File: config.mk
export PLATFORM = sky130hd
export DESIGN_NAME = port_led_scan
export DESIGN_NICKNAME = d
export VERILOG_FILES = /design/src/rtl/ledscan_pkg.sv /design/src/rtl/ledscan_ctrl.sv /design/src/rtl/ledscan_dp.sv /design/src/rtl/port_led_scan.sv
export SDC_FILE = /design/constraint.sdc
export NUM_CORES = 1
export LEC_CHECK = 0
export BUFFER_PORTS_ARGS = -buffer_cell sky130_fd_sc_hd__buf_4
export CAP_MARGIN = 10
export CORE_MARGIN = 1
export CORE_UTILIZATION = 40
export CTS_CLUSTER_DIAMETER = 150
export DETAILED_ROUTE_END_ITERATION = 12
export PLACE_DENSITY = 0.7
export REMOVE_ABC_BUFFERS = 1
export SYNTH_ARGS = -nofsm -noshare
export SYNTH_HDL_FRONTEND = slang
export SYNTH_HIERARCHICAL = 1
export SYNTH_SLANG_ARGS = --single-unit
File: constraint.sdc
create_clock -name clk -period 2.33 [get_ports clk]
set_input_delay 0.233 -clock clk [delete_from_list [all_inputs] [get_ports clk]]
set_output_delay 0.233 -clock clk [all_outputs]
set_load 0.05 [all_outputs]
File: src/rtl/ledscan_pkg.sv
package ledscan_pkg;

  localparam int IDX_W = 4;

  typedef struct packed {
    logic             load;
    logic [IDX_W-1:0] portSel;
  } scan_strobe_t;

endpackage

File: src/rtl/ledscan_ctrl.sv
module ledscan_ctrl
  import ledscan_pkg::*;
#(
  parameter int NUM_PORTS = 16,
  parameter int TICK_DIV  = 10
) (
  input  logic         clk,
  input  logic         rstN,
  output scan_strobe_t strobe
);

  localparam int DIV_W = (TICK_DIV > 1) ? $clog2(TICK_DIV) : 1;
  localparam logic [IDX_W-1:0] LAST_IDX = IDX_W'(NUM_PORTS - 1);

  logic             tick;
  logic [IDX_W-1:0] portIdx;

  generate
    if (TICK_DIV > 1) begin : g_prescale
      logic [DIV_W-1:0] divCnt;
      always_ff @(posedge clk or negedge rstN) begin
        if (!rstN) divCnt <= '0;
        else if (divCnt == DIV_W'(TICK_DIV - 1)) divCnt <= '0;
        else divCnt <= divCnt + 1'b1;
      end
      assign tick = (divCnt == DIV_W'(TICK_DIV - 1));

      a_r6_cnt_range: assert property (@(posedge clk) disable iff (!rstN)
        divCnt < DIV_W'(TICK_DIV));
    end else begin : g_noprescale
      assign tick = 1'b1;
    end
  endgenerate

  always_ff @(posedge clk or negedge rstN) begin
    if (!rstN) portIdx <= '0;
    else if (tick) portIdx <= (portIdx == LAST_IDX) ? '0 : portIdx + 1'b1;
  end

  assign strobe.load    = tick;
  assign strobe.portSel = portIdx;

  a_r2_idx_range: assert property (@(posedge clk) disable iff (!rstN)
    portIdx <= LAST_IDX);
  a_r2_idx_advance: assert property (@(posedge clk) disable iff (!rstN)
    (tick && portIdx != LAST_IDX) |=> portIdx == $past(portIdx) + 1'b1);
  a_r3_idx_wrap: assert property (@(posedge clk) disable iff (!rstN)
    (tick && portIdx == LAST_IDX) |=> portIdx == '0);
  a_r6_idx_hold: assert property (@(posedge clk) disable iff (!rstN)
    !tick |=> $stable(portIdx));

endmodule

File: src/rtl/ledscan_dp.sv
module ledscan_dp
  import ledscan_pkg::*;
#(
  parameter int NUM_PORTS = 16
) (
  input  logic                 clk,
  input  logic                 rstN,
  input  scan_strobe_t         strobe,
  input  logic [NUM_PORTS-1:0] jabStat,
  input  logic [NUM_PORTS-1:0] partStat,
  output logic [5:0]           ledBus
);

  localparam int SEL_SPAN = 1 << IDX_W;

  logic [SEL_SPAN-1:0] jabPad;
  logic [SEL_SPAN-1:0] partPad;
  logic [5:0]          outReg;

  assign jabPad  = SEL_SPAN'(jabStat);
  assign partPad = SEL_SPAN'(partStat);

  always_ff @(posedge clk or negedge rstN) begin
    if (!rstN) outReg <= '0;
    else if (strobe.load)
      outReg <= {jabPad[strobe.portSel], partPad[strobe.portSel], strobe.portSel};
  end

  assign ledBus = outReg;

  a_r1_reset_zero: assert property (@(posedge clk)
    !rstN |-> ledBus == '0);
  a_r4_jab_flag: assert property (@(posedge clk) disable iff (!rstN)
    strobe.load |=> ledBus[5] == $past(jabPad[strobe.portSel]));
  a_r5_part_flag: assert property (@(posedge clk) disable iff (!rstN)
    strobe.load |=> ledBus[4] == $past(partPad[strobe.portSel]));
  a_r7_bus_hold: assert property (@(posedge clk) disable iff (!rstN)
    !strobe.load |=> $stable(ledBus));

endmodule

File: src/rtl/port_led_scan.sv
module port_led_scan
  import ledscan_pkg::*;
#(
  parameter int NUM_PORTS = 16,
  parameter int TICK_DIV  = 10
) (
  input  logic                 clk,
  input  logic                 rstN,
  input  logic [NUM_PORTS-1:0] jabStat,
  input  logic [NUM_PORTS-1:0] partStat,
  output logic [5:0]           ledBus
);

  scan_strobe_t strobe;

  initial begin
    a_r2_port_count: assert (NUM_PORTS >= 1 && NUM_PORTS <= 16 && TICK_DIV >= 1);
  end

  ledscan_ctrl #(.NUM_PORTS(NUM_PORTS), .TICK_DIV(TICK_DIV)) u_ctrl (
    .clk    (clk),
    .rstN   (rstN),
    .strobe (strobe)
  );

  ledscan_dp #(.NUM_PORTS(NUM_PORTS)) u_dp (
    .clk      (clk),
    .rstN     (rstN),
    .strobe   (strobe),
    .jabStat  (jabStat),
    .partStat (partStat),
    .ledBus   (ledBus)
  );

endmodule

==> run_results.csv <==
group,metric,value,unit
power,power_switching,100,µW
clock_tree,cts_htree_levels,1,
yosys,yosysSeqAreaShare,39.4,%
route,drt_iter0_markers,4,
clock_tree,cts_sinks,14,
power,p_leak,0.604,nW
sta,rsz0062_at_grt,"no",
sta,worst_hold_slack,0.337,ns
place,place_hpwl,1410,µm
yosys,syn_inst,62,
global_route,gr-total-overflow,0,
yosys,synthTopCellsByArea,"dfrtp_1, mux4_1, mux2_2",
floorplan,row_count,16,
place,portBuffers,39,
worst_setup_path,path_buf_inv,0,
floorplan,core,0.00202,mm²
sta,skew,0.00260,ns
yosys,synth_area_per_cell,14.3,µm²
sta,final_max_slew_viol_count,0,
worst_hold_path,hold_class,"in -> async",
route,drtAntennaViolNets,0,
final_layout,fin_nets,138,
route,drt_drc_violations_left,0,
route,via_per_inst,5.16,
route,routed_wl,1800,µm
global_route,grt_usage,16.2,%
floorplan,start_util,44.0,%
power,powerDensity,395,mW/mm²
floorplan,fp.dieW,49.2,µm
worst_setup_path,critPathCaptureType,"flop",
sta,worst_slew_pin_slew,0.467,ns
worst_setup_path,worstSetupStartpointType,"flop",
global_route,grt_max_degree,15,
sta,min_period,1.87,ns
yosys,yosysTopAreaCell,"dfrtp_1",
yosys,synth-async-reset-ratio,100,%
power,p_int,389,µW
yosys,synth_commonest_cells,"dfrtp_1, mux2_2, mux2i_1, mux4_1",
clock_tree,cts_tree,"built",
clock_tree,cts_setup_buffers,0,
flow_run,drv_cap,0,
yosys,synth_seq_cells,14,
clock_tree,cts_buffers,3,
worst_setup_path,cpMaxStageDelayCell,"dfrtp_1",
final_layout,drive_gt1_share,52.9,%
final_layout,antenna_cells,0,
clock_tree,insertion_delay,0.28,ns
clock_tree,cts_buffer_depth,2,
worst_setup_path,cpMostUsedCell,"mux2i_1",
power,swShare,20.5,%
power,pwr-share-seq,50.2,%
sta,hold_viol,0,
yosys,ys_types,22,
final_layout,regArea,350,µm²
power,p_comb_share,14.5,%
power,ir_worst_vdd,405,µV
route,via_count,665,
clock_tree,cts_resized,0,
yosys,yosys.cell_count.top_type,"dfrtp_1",
worst_setup_path,worstPathArrival,2.04,ns
global_route,grt_pass1_vias,653,
worst_setup_path,crit_path_max_incr_delay,0.64,ns
worst_setup_path,worst-setup-path-type,"reg -> reg",
sta,setup_violations,0,
worst_setup_path,crit_family,"multiplexers",
floorplan,die_h,49.2,µm
floorplan,dieArea,0.00242,mm²
final_layout,area_delta_synth_final,39.1,%
floorplan,io_pins,40,
route,firstDrtPassIters,3,
clock_tree,clk_pin_slew,0.08,ns
status,status,"finished, final reports clean",
yosys,synth.cell_area,890,µm²
sta,setup_tns,0,ns
sta,max_slew_margin,68.9,%
yosys,synth_edf_count,0,
clock_tree,ctsRootBufferMaster,"clkbuf_4",
yosys,synth-main-ff-cell,"dfrtp_1",
final_layout,fillCellCount,178,
worst_setup_path,critical_path_required,2.50,ns
worst_setup_path,crit_fanout,12,
global_route,grt_antenna_before_repair,0,
route,wl_per_cell,13.9,µm
final_layout,multi_input_area,488,µm²
worst_setup_path,crit_path_cell_trace,"mux4_1, mux2i_1, mux2i_1, mux2_2",
yosys,synth_warnings,6,
sta,timing.final.crit_share,80.4,%
power,pwr-share-clk,35.3,%
sta,max_freq,0.534,GHz
yosys,synth_top_cell_area_share,39.4,%
place,gp_congestion,0.737,
global_route,grt_pass1_wl,2970,µm
## metal layers
metal,global-route usage (%),routed length [µm],share of wire (%),up-vias
met3,4.36,65,3.6,0
met4,2.94,0,0,0
met2,29.2,993,55,19
li1,-,-,-,323
met5,0,0,0,-
met1,19.0,740,41,323
## cell families after synthesis
group                    count (synthesis)  share of synthesized area [%]
multiplexers                            24                           42.5
flip-flops                              14                           39.4
buffers and inverters                    9                           6.47
AO/OA/AOI/OAI                            7                           5.20
AND/OR/NAND/NOR                          5                           3.09
XOR/XNOR                                 2                           1.97
adder cells (fa/ha/maj)                  1                           1.41
## power by group through the flow
stage          clock [mW]  sequential (mW)  combinational (mW)
2_1_floorplan           0            0.257              0.0142
3_3_place_gp            0            0.250              0.0690
3_5_place_dp            0            0.250              0.0705
4_1_cts             0.179            0.245              0.0718
5_1_grt             0.196            0.246              0.0754
6_report            0.173            0.245              0.0707
## final cells by class
type / instances / share of cell area [%]
tap: 27 / 2.73
inverter: 3 / 0.910
sequential: 14 / 28.3
multi-input combinational: 39 / 39.4
clock buffer: 4 / 2.93
timing repair buffer: 42 / 25.7
## placed cells by master (no fill, tap or decap), drive strengths merged
cell type,n
buf,41
dfrtp,14
mux2,9
mux4,8
mux2i,7
clkbuf,4
nand2,3
inv,3
xnor2,2
a31oi,2
dlygate4sd3,1
a21oi,1
nor4bb,1
o21ai,1
a22o,1
nand4,1
a21o,1
o21bai,1
ha,1
## path summary, 6_finish.rpt
check                                               to                        start  cells past startpoint  slack [ns]
max in group asynchronous            u_ctrl/portIdx[1]                         rstN                      2        1.82
setup reg to reg                        u_dp/ledBus[4]            u_ctrl/portIdx[0]                      4        0.46
hold / removal                       u_ctrl/portIdx[0]                         rstN                      2        0.34
setup / recovery                        u_dp/ledBus[4]            u_ctrl/portIdx[0]                      4        0.46
hold reg to reg            u_ctrl/g_prescale.divCnt[0]  u_ctrl/g_prescale.divCnt[0]                      1        0.51
min in group clk           u_ctrl/g_prescale.divCnt[0]  u_ctrl/g_prescale.divCnt[0]                      1        0.51
## metrics by stage
step	cells	area [µm²]	worst slack [ns]	power, mW	utilization (%)
finish	129	1240	0.457	0.489	61.2
global route	129	1240	0.342	0.517	61.2
CTS	129	1240	0.450	0.496	61.2
detailed placement	124	1190	0.470	0.321	58.9
global placement	124	1190	0.531	0.319	58.9
floorplan	56	843	0.256	0.271	-
## registers in the layout (all words and copies together), names as in the netlist
signal / count
u_dp/ledBus: 6
u_ctrl/portIdx: 4
u_ctrl/g_prescale.divCnt: 4
## repair_timing
item	4_1_cts	5_1_grt
hold endpoints to repair	14	0
endpoints found under the setup margin	0	0
hold buffers	1	0
(Power assumes the default switching activity.)
